$ cat config.mk
export PLATFORM = sky130hd
export DESIGN_NAME = irq_arbiter7
export DESIGN_NICKNAME = d
export VERILOG_FILES = /design/src/rtl/irq_arb_pkg.sv /design/src/rtl/irq_ext_sync.sv /design/src/rtl/irq_pick.sv /design/src/rtl/irq_nest.sv /design/src/rtl/irq_arbiter7.sv
export SDC_FILE = /design/constraint.sdc
export NUM_CORES = 1
export LEC_CHECK = 0
export BUFFER_PORTS_ARGS = -buffer_cell sky130_fd_sc_hd__buf_2
export CAP_MARGIN = 0
export CORE_ASPECT_RATIO = 1.25
export CORE_MARGIN = 3
export CORE_UTILIZATION = 30
export DETAILED_ROUTE_END_ITERATION = 8
export PLACE_DENSITY = 0.58
export SLEW_MARGIN = 20
export SYNTH_ARGS = -nofsm -noshare
export SYNTH_HDL_FRONTEND = slang
export SYNTH_SLANG_ARGS = --single-unit
$ cat constraint.sdc
create_clock -name clk -period 1.9 [get_ports clk]
set_input_delay 0.095 -clock clk [delete_from_list [all_inputs] [get_ports clk]]
set_output_delay 0.095 -clock clk [all_outputs]
set_load 0.1 [all_outputs]
$ cat src/rtl/irq_arb_pkg.sv
package irq_arb_pkg;
  localparam int unsigned NUM_SRC    = 7;
  localparam int unsigned NUM_EXT    = 2;
  localparam int unsigned NUM_PERIPH = NUM_SRC - NUM_EXT;
  localparam int unsigned IDX_W      = $clog2(NUM_SRC);

  typedef enum logic {LVL_LOW = 1'b0, LVL_HIGH = 1'b1} lvl_e;

  // external pin k sits at slot 2k (slots 0 and 2)
  function automatic int unsigned ext_slot(input int unsigned k);
    return 2 * k;
  endfunction

  // peripheral line p fills the remaining slots 1, 3, 4, 5, 6
  function automatic int unsigned periph_slot(input int unsigned p);
    return (p < 2) ? (2 * p + 1) : (p + 2);
  endfunction
endpackage

$ cat src/rtl/irq_ext_sync.sv
module irq_ext_sync #(
  parameter int unsigned STAGES     = 2,
  parameter bit          BOTH_EDGES = 1'b0
) (
  input  logic clk,
  input  logic rst,
  input  logic pin_n,
  input  logic edge_mode,
  input  logic clr,
  output logic req
);
  logic [STAGES-1:0] chain;
  logic prev;
  logic flag;
  logic synced;
  logic fall, rise, hit;

  always_ff @(posedge clk) begin
    if (rst) begin
      chain <= '1;
      prev  <= 1'b1;
    end else begin
      chain <= {chain[STAGES-2:0], pin_n};
      prev  <= chain[STAGES-1];
    end
  end

  assign synced = chain[STAGES-1];
  assign fall   = prev & ~synced;
  assign rise   = ~prev & synced;
  assign hit    = fall | (BOTH_EDGES & rise);

  always_ff @(posedge clk) begin
    if (rst || !edge_mode) flag <= 1'b0;
    else if (hit)          flag <= 1'b1;
    else if (clr)          flag <= 1'b0;
  end

  assign req = edge_mode ? flag : ~synced;
endmodule

$ cat src/rtl/irq_pick.sv
module irq_pick #(
  parameter int unsigned N     = 7,
  parameter int unsigned IDX_W = $clog2(N)
) (
  input  logic [N-1:0]     pend,
  input  logic [N-1:0]     hi,
  input  logic             allow_hi,
  input  logic             allow_lo,
  output logic             found,
  output logic [IDX_W-1:0] idx,
  output logic             lvl
);
  logic             hi_f, lo_f;
  logic [IDX_W-1:0] hi_i, lo_i;

  // scan from the top down so the lowest slot is written last
  always_comb begin
    hi_f = 1'b0; lo_f = 1'b0;
    hi_i = '0;   lo_i = '0;
    for (int i = N - 1; i >= 0; i--) begin
      if (pend[i] && hi[i]) begin
        hi_f = 1'b1;
        hi_i = IDX_W'(i);
      end
      if (pend[i] && !hi[i]) begin
        lo_f = 1'b1;
        lo_i = IDX_W'(i);
      end
    end
  end

  always_comb begin
    found = 1'b0;
    idx   = '0;
    lvl   = 1'b0;
    if (hi_f && allow_hi) begin
      found = 1'b1;
      idx   = hi_i;
      lvl   = 1'b1;
    end else if (lo_f && allow_lo) begin
      found = 1'b1;
      idx   = lo_i;
    end
  end
endmodule

$ cat src/rtl/irq_nest.sv
module irq_nest (
  input  logic       clk,
  input  logic       rst,
  input  logic       take,
  input  logic       take_lvl,
  input  logic       ret,
  output logic [1:0] ins,
  output logic       allow_hi,
  output logic       allow_lo
);
  logic [1:0] nxt;

  always_comb begin
    nxt = ins;
    if (ret) begin
      if (ins[1]) nxt[1] = 1'b0;
      else        nxt[0] = 1'b0;
    end
    if (take) nxt[take_lvl] = 1'b1;
  end

  always_ff @(posedge clk) begin
    if (rst) ins <= 2'b00;
    else     ins <= nxt;
  end

  assign allow_hi = ~ins[1];
  assign allow_lo = (ins == 2'b00);
endmodule

$ cat src/rtl/irq_arbiter7.sv
module irq_arbiter7
  import irq_arb_pkg::*;
#(
  parameter int unsigned ADDR_W      = 16,
  parameter int unsigned VEC_BASE    = 3,
  parameter int unsigned VEC_STRIDE  = 8,
  parameter int unsigned SYNC_STAGES = 2
) (
  input  logic                  clk,
  input  logic                  rst,
  input  logic [NUM_SRC:0]      ie_mask,
  input  logic [NUM_SRC-1:0]    prio_mask,
  input  logic [NUM_EXT-1:0]    edge_mode,
  input  logic [NUM_EXT-1:0]    ext_n,
  input  logic [NUM_PERIPH-1:0] periph_req,
  input  logic                  ack,
  input  logic                  reti,
  output logic                  irq_valid,
  output logic [ADDR_W-1:0]     irq_vector
);
  logic [NUM_SRC-1:0] pend, gated;
  logic [NUM_EXT-1:0] ext_req, ext_clr;
  logic               ack_ok;
  logic [IDX_W-1:0]   cur_idx, pick_idx;
  logic               cur_lvl, pick_lvl, pick_found;
  logic [1:0]         in_svc;
  logic               allow_hi, allow_lo;
  logic [ADDR_W-1:0]  vec_nxt;

  assign ack_ok = ack & irq_valid;

  for (genvar k = 0; k < NUM_EXT; k++) begin : g_ext
    irq_ext_sync #(
      .STAGES    (SYNC_STAGES),
      .BOTH_EDGES(k == 1)
    ) u_sync (
      .clk      (clk),
      .rst      (rst),
      .pin_n    (ext_n[k]),
      .edge_mode(edge_mode[k]),
      .clr      (ext_clr[k]),
      .req      (ext_req[k])
    );
    assign ext_clr[k] = ack_ok & (cur_idx == IDX_W'(ext_slot(k)));
    assign pend[ext_slot(k)] = ext_req[k];
  end

  for (genvar p = 0; p < NUM_PERIPH; p++) begin : g_per
    assign pend[periph_slot(p)] = periph_req[p];
  end

  assign gated = pend & ie_mask[NUM_SRC-1:0] & {NUM_SRC{ie_mask[NUM_SRC]}};

  irq_pick #(.N(NUM_SRC), .IDX_W(IDX_W)) u_pick (
    .pend    (gated),
    .hi      (prio_mask),
    .allow_hi(allow_hi),
    .allow_lo(allow_lo),
    .found   (pick_found),
    .idx     (pick_idx),
    .lvl     (pick_lvl)
  );

  irq_nest u_nest (
    .clk     (clk),
    .rst     (rst),
    .take    (ack_ok),
    .take_lvl(cur_lvl),
    .ret     (reti),
    .ins     (in_svc),
    .allow_hi(allow_hi),
    .allow_lo(allow_lo)
  );

  assign vec_nxt = ADDR_W'(VEC_BASE) + ADDR_W'(VEC_STRIDE) * ADDR_W'(pick_idx);

  always_ff @(posedge clk) begin
    if (rst) begin
      irq_valid  <= 1'b0;
      irq_vector <= '0;
      cur_idx    <= '0;
      cur_lvl    <= LVL_LOW;
    end else if (ack_ok) begin
      irq_valid <= 1'b0;
    end else if (!irq_valid && pick_found) begin
      irq_valid  <= 1'b1;
      irq_vector <= vec_nxt;
      cur_idx    <= pick_idx;
      cur_lvl    <= pick_lvl;
    end
  end
endmodule

==> flow_summary.yaml, run 1 <==
cts:
  htreeDepth: 1
  cts_tree: "done"
  cts_max_path_buffers: 2
  cts.reportedPaths.clkPinSlew_ps: 60
  root_buffer: "clkbuf_8"
  clk_latency_ps: 240
  cts_sinks: 16
  cts_setup_buffers: 0
  hold_buffers: 0
  numCtsBuffers: 3
worst_setup_path:
  arrival_ps: 1990
  r2r-start: "g_ext[1].u_sync.flag"
  crit_type: "reg2reg"
  worst_setup_path_start_kind: "register"
  critical_path.max_fanout: 4
  worst_setup_path_end_kind: "register"
  startpoint: "g_ext[1].u_sync.flag"
  worst_ep_required_time_ps: 2040
global_routing:
  grt.total_usage: 0.117
  grt_pass1_wl_microns: 3990
  grt_pass1_vias: 951
  grt_overflow: 0
  grt_max_degree: 13
  antenna_found_initial: 0
timing:
  max_freq_ghz: 0.542
  fin_worst_skew_ps: 0.678
  period_needed_ps: 1850
  fin_ws_ps: 53.6
  drv_slew: 0
  setup_viol: 0
  rsz0062_at_grt: "yes"
  finalCritPeriodShare: 0.972
  final-hold-violation-count: 0
drt:
  wl_per_cell_microns: 11.8
  vias: 979
  viasPerCell: 4.92
  postRouteAntennaNets: 0
  drt_iter0_markers: 22
  drc: 0
  wl_microns: 2350
  firstDrtPassIters: 4
floorplanning:
  ios: 45
  start_util: 0.317
  die-height_microns: 71.6
  core_sq_mm: 0.00325
  num_rows: 23
  die_area_sq_mm: 0.00418
  die_w_microns: 58.5
place:
  dp_hpwl_microns: 1950
  pre_cts_ws_ps: -1.89
  routabilityCongestion: 0.851
  dpl-instance-area_sq_mm: 0.00119
  portBuffers: 33
final_layout:
  drive_gt1_frac: 0.352
  seqCellArea_sq_um: 320
  area_growth_pct: 21.2
  antennaDiodeCount: 0
  nets: 191
  final_common_cell: "buf_2"
  fill_cells: 343
  mostFrequentLayoutCells: "33 x buf_2, 16 x dfxtp_1, 13 x nor2_1, 11 x conb_1, 8 x nand2_1"
  multi_input_area_sq_um: 631
  final_area_sq_mm: 0.00125
power:
  pwr-share-seq: 0.351
  leakagePower_nw: 0.601
  clkPwrFrac: 0.269
  ir_drop_mv: 0.533
  p_sw_mw: 0.454
  combPwrFrac: 0.380
  switching_share: 0.414
  power.internal_mw: 0.642
  powerDensity_mw_per_mm2: 875
synthesis:
  synthCells: 127
  seq_area_frac_synth: 0.310
  yosysUniqueCellTypes: 46
  synth_area_sq_mm: 0.00103
  synthArstFlopShare: 0
  synth_edf_count: 0
  avgSynthCellArea_sq_um: 8.13
  synth_flop_cell: "dfxtp_1"
  synth-seq-cells: 16
  yosysWarnings: 0
hold_path:
  min_path_type: "in2reg"
  hp-start: "ext_n[0]"
run:
  cap_violations: 0
outcome:
  status: "complete, no violations"
==> synthesized netlist by cell type (all sizes together), types with 2 or more instances <==
master / count / area, sq um
o21ai: 5 / 25.0
a31oi: 3 / 18.8
o31ai: 5 / 51.3
nor2: 13 / 48.8
or2: 7 / 43.8
nand3: 4 / 25.0
o21a: 3 / 30.0
dfxtp: 16 / 320
nand2: 8 / 30.0
inv: 5 / 18.8
buf: 13 / 101
nand4: 4 / 25.0
nand2b: 3 / 23.8
nor3: 5 / 25.0
and3: 5 / 36.3
and3b: 2 / 18.8
a21oi: 5 / 25.0
==> cell families (layout without fill, tap and decap cells) <==
logic type,after synthesis,after routing,share of synthesized area
other,1,11,0.00363
buffers and inverters,19,44,0.120
flip-flops,16,16,0.310
AO/OA/AOI/OAI,29,29,0.211
XOR/XNOR,1,1,0.00849
AND/OR/NAND/NOR,61,61,0.347
==> power by group through the flow <==
| stage | Clock, mW | Sequential [mW] | Combinational (mW) |
|---|---|---|---|
| after global placement | 0 | 0.392 | 0.412 |
| after CTS | 0.302 | 0.384 | 0.416 |
| after global routing | 0.318 | 0.389 | 0.441 |
| after detailed placement | 0 | 0.392 | 0.413 |
| final | 0.294 | 0.385 | 0.416 |
| after floorplan | 0 | 0.497 | 0.253 |
==> registers in the layout, summed over array words and instances, names as in the netlist <==
signal / count
irq_vector: 1
g_ext.u_sync.chain: 4
cur_idx: 3
irq_valid: 1
g_ext.u_sync.flag: 2
cur_lvl: 1
g_ext.u_sync.prev: 2
u_nest.ins: 2
==> metrics by stage <==
step,power (mW),hold slack (ps),setup TNS [ps],utilization,std cells
5_1_grt,1.15,25.1,-19.1,0.385,199
6_report,1.10,28.5,0,0.385,199
2_1_floorplan,0.750,199,0,-,137
4_1_cts,1.10,23.8,0,0.383,199
3_5_place_dp,0.805,282,-1.89,0.366,195
3_3_place_gp,0.805,279,0,0.366,195
==> worst paths after layout <==
kind,endpoint,slack [ps],depth (start not counted)
max reg2reg,irq_valid,50,6
min,g_ext[0].u_sync.chain[0],30,2
min reg2reg,g_ext[0].u_sync.chain[1],410,1
max,irq_valid,50,6
==> critical path, stage by stage (launching register included) <==
cell and delay, ps:
dfxtp_1 300, and2_2 170, o21a_4 220, or4_4 520
o31ai_4 240, nand2b_2 100, o21a_1 180
==> per-layer routing <==
metal	share of wire	up-vias	routed length [microns]	GRT usage
li1	-	505	-	-
met3	0.064	2	151	0.0252
met4	0.0064	0	15	0.0464
met1	0.43	446	1010	0.143
met5	0	-	0	0
met2	0.50	26	1180	0.198
==> final cells by class <==
cell class / count / share of cell area
flip-flops and latches: 16 / 0.256
well taps: 37 / 0.0370
clock buffers: 4 / 0.0440
repair buffers: 35 / 0.144
inverters: 5 / 0.0150
multi-input cells: 102 / 0.504
==> timing repair <==
item / 4_1_cts / 5_1_grt
pin swaps: 1 / 0
gates resized for setup: 0 / 1
endpoints found under the setup margin: 2 / 3
Note: power is estimated with default switching activity, not from simulation.
==> run 2: changes to the inputs <==
Settings changed: BUFFER_PORTS_ARGS -buffer_cell sky130_fd_sc_hd__buf_2 to default, DONT_BUFFER_PORTS from default to 1, PLACE_DENSITY 0.58 to 0.46, SETUP_SLACK_MARGIN from default to 0.15.
==> run 2 against run 1 <==
  * The flow now finishes with violations (negative hold slack)
  * Cell count decreased by 8.5%
  * Core utilization grew 0.15 points
  * First-iteration DRC count is 41% lower
==> flow_summary.yaml, run 2 (synthesis results as in run 1) <==
outcome:
  status: "finished with violations"
  violations: "negative hold slack"
power:
  total_power_mw: 1.10
  ir_drop_mv: 0.447
  powerDensity_mw_per_mm2: 874
  leakagePower_nw: 0.536
timing:
  hold-worst-slack_ps: -96.6
  maxSlewHeadroom: 0.639
  max_freq_ghz: 0.555
  finalCritPeriodShare: 0.949
  period_needed_ps: 1800
  drv_slew: 0
  final-hold-violation-count: 4
  fin_ws_ps: 97.4
  fin_tns_setup_ps: 0
  rsz0062_at_grt: "yes"
  tightest_slew_ps: 546
  setup_viol: 0
  fin_worst_skew_ps: 1.93
floorplanning:
  die-height_microns: 71.6
  start_util: 0.317
  core_sq_mm: 0.00325
  die_area_sq_mm: 0.00418
  die_w_microns: 58.5
  ios: 45
  num_rows: 23
final_layout:
  nets: 174
  final_area_sq_mm: 0.00126
  largest_register_ffs: 4
  top_register: "g_ext.u_sync.chain"
  antennaDiodeCount: 0
  fin_cells: 182
  mostFrequentLayoutCells: "13 x nor2_1, 11 x conb_1, 11 x dfxtp_1, 10 x dlygate4sd3_1"
  area_growth_pct: 21.7
  drive_gt1_frac: 0.255
  largestRegisters: "g_ext.u_sync.chain (4), cur_idx (3)"
  final_common_cell: "nor2_1"
drt:
  vias: 942
  postRouteAntennaNets: 0
  drt_iter0_markers: 13
  wl_per_cell_microns: 13.5
  wl_microns: 2460
  viasPerCell: 5.18
  firstDrtPassIters: 4
  drc: 0
worst_setup_path:
  cp_slowest_cell: "or4_4"
  r2r-end: "cur_lvl"
  crit_type: "reg2reg"
  cpPeakStageDelay_ps: 500
  reg2reg_depth: 7
  r2r_slack_ps: 100
  worst_setup_path_end_kind: "register"
  worst_setup_path_start_kind: "register"
  cp_cell_sequence: "and2_4 > o21a_4 > or4_4 > o31ai_4 > buf_4 > a21oi_2 > nor2_1"
  worst_ep_required_time_ps: 2090
  arrival_ps: 1990
  r2r-start: "g_ext[1].u_sync.flag"
  critical_path.max_fanout: 3
cts:
  cts_max_path_buffers: 2
  cts_tree: "done"
  clk_latency_ps: 250
  root_buffer: "clkbuf_8"
  hold_buffers: 10
  numCtsBuffers: 3
  cts.reportedPaths.clkPinSlew_ps: 60
  cts_sinks: 16
  htreeDepth: 1
hold_path:
  whs_endpoint: "g_ext[1].u_sync.flag"
  hp-start: "rst"
  min_path_type: "in2reg"
  hold_depth: 1
place:
  dpl-instance-area_sq_mm: 0.00106
  pre_cts_ws_ps: 69.4
  portBuffers: 0
  dp_hpwl_microns: 1940
  routabilityCongestion: 0.719
  dp_cells: 166
run:
  cap_violations: 0
global_routing:
  grt_overflow: 0
  grt.total_usage: 0.112
  grt_pass1_vias: 845
  grt_pass1_wl_microns: 3610
  antenna_found_initial: 0
  grt_max_degree: 15
-- run 2: changes by cell type in the layout (fill, tap and decap cells not counted), moves of 2 or more --
cell           previous run  this run
nand2b_4                  0         2
dfxtp_2                   0         5
dfxtp_1                  16        11
buf_2                    33         0
buf_4                     2         8
dlygate4sd3_1             0        10
-- run 2: power by group --
group,switching [mW],leakage [nW],internal (mW),total [mW]
logic,0.311,0.374,0.101,0.412
clock network,0.117,0.0288,0.184,0.301
registers,0.0211,0.133,0.364,0.385
total,0.449,0.536,0.649,1.10
-- run 2: repair_timing --
action                                  4_1_cts  5_1_grt
resized for setup                             5        3
endpoints found under the hold margin        12        4
setup buffers                                 2        0
pin swaps                                     0        1
endpoints found under the setup margin        5        6
-- run 2: through the flow --
stage / utilization / hold WS (ps)
6_report: 0.386 / -96.6
5_1_grt: 0.386 / -101
4_1_cts: 0.383 / -105
3_5_place_dp: 0.326 / 169
3_3_place_gp: 0.326 / 168
2_1_floorplan: - / 199
-- run 2: final cells by class --
cell class	count	area [sq um]
clock buffers	4	55.1
fillers	368	2000
inverters	5	18.8
multi-input cells	102	649
flip-flops and latches	16	327
well taps	37	46.3
repair buffers	18	160
-- run 2: worst max path at each step --
stage	from	end	depth (start not counted)
2_1_floorplan	g_ext[1].u_sync.flag	irq_valid	6
3_3_place_gp	g_ext[1].u_sync.flag	cur_idx[0]	6
5_1_grt	g_ext[0].u_sync.flag	cur_lvl	7
3_5_place_dp	g_ext[1].u_sync.flag	irq_valid	6
6_report	g_ext[1].u_sync.flag	cur_lvl	7
4_1_cts	g_ext[1].u_sync.flag	cur_lvl	7
-- run 2: worst max-delay path: cells and delay by family, from the launching register on --
family                 cells  cell delay, ps
flip-flops                 1             320
AO/OA/AOI/OAI              3             530
AND/OR/NAND/NOR            3             710
buffers and inverters      1             170
-- run 2: metal layers --
layer | global-route usage | wire [microns]
met1 | 0.138 | 1070
met3 | 0.0162 | 153
met4 | 0.0670 | 34
met5 | 0 | 0
met2 | 0.180 | 1200
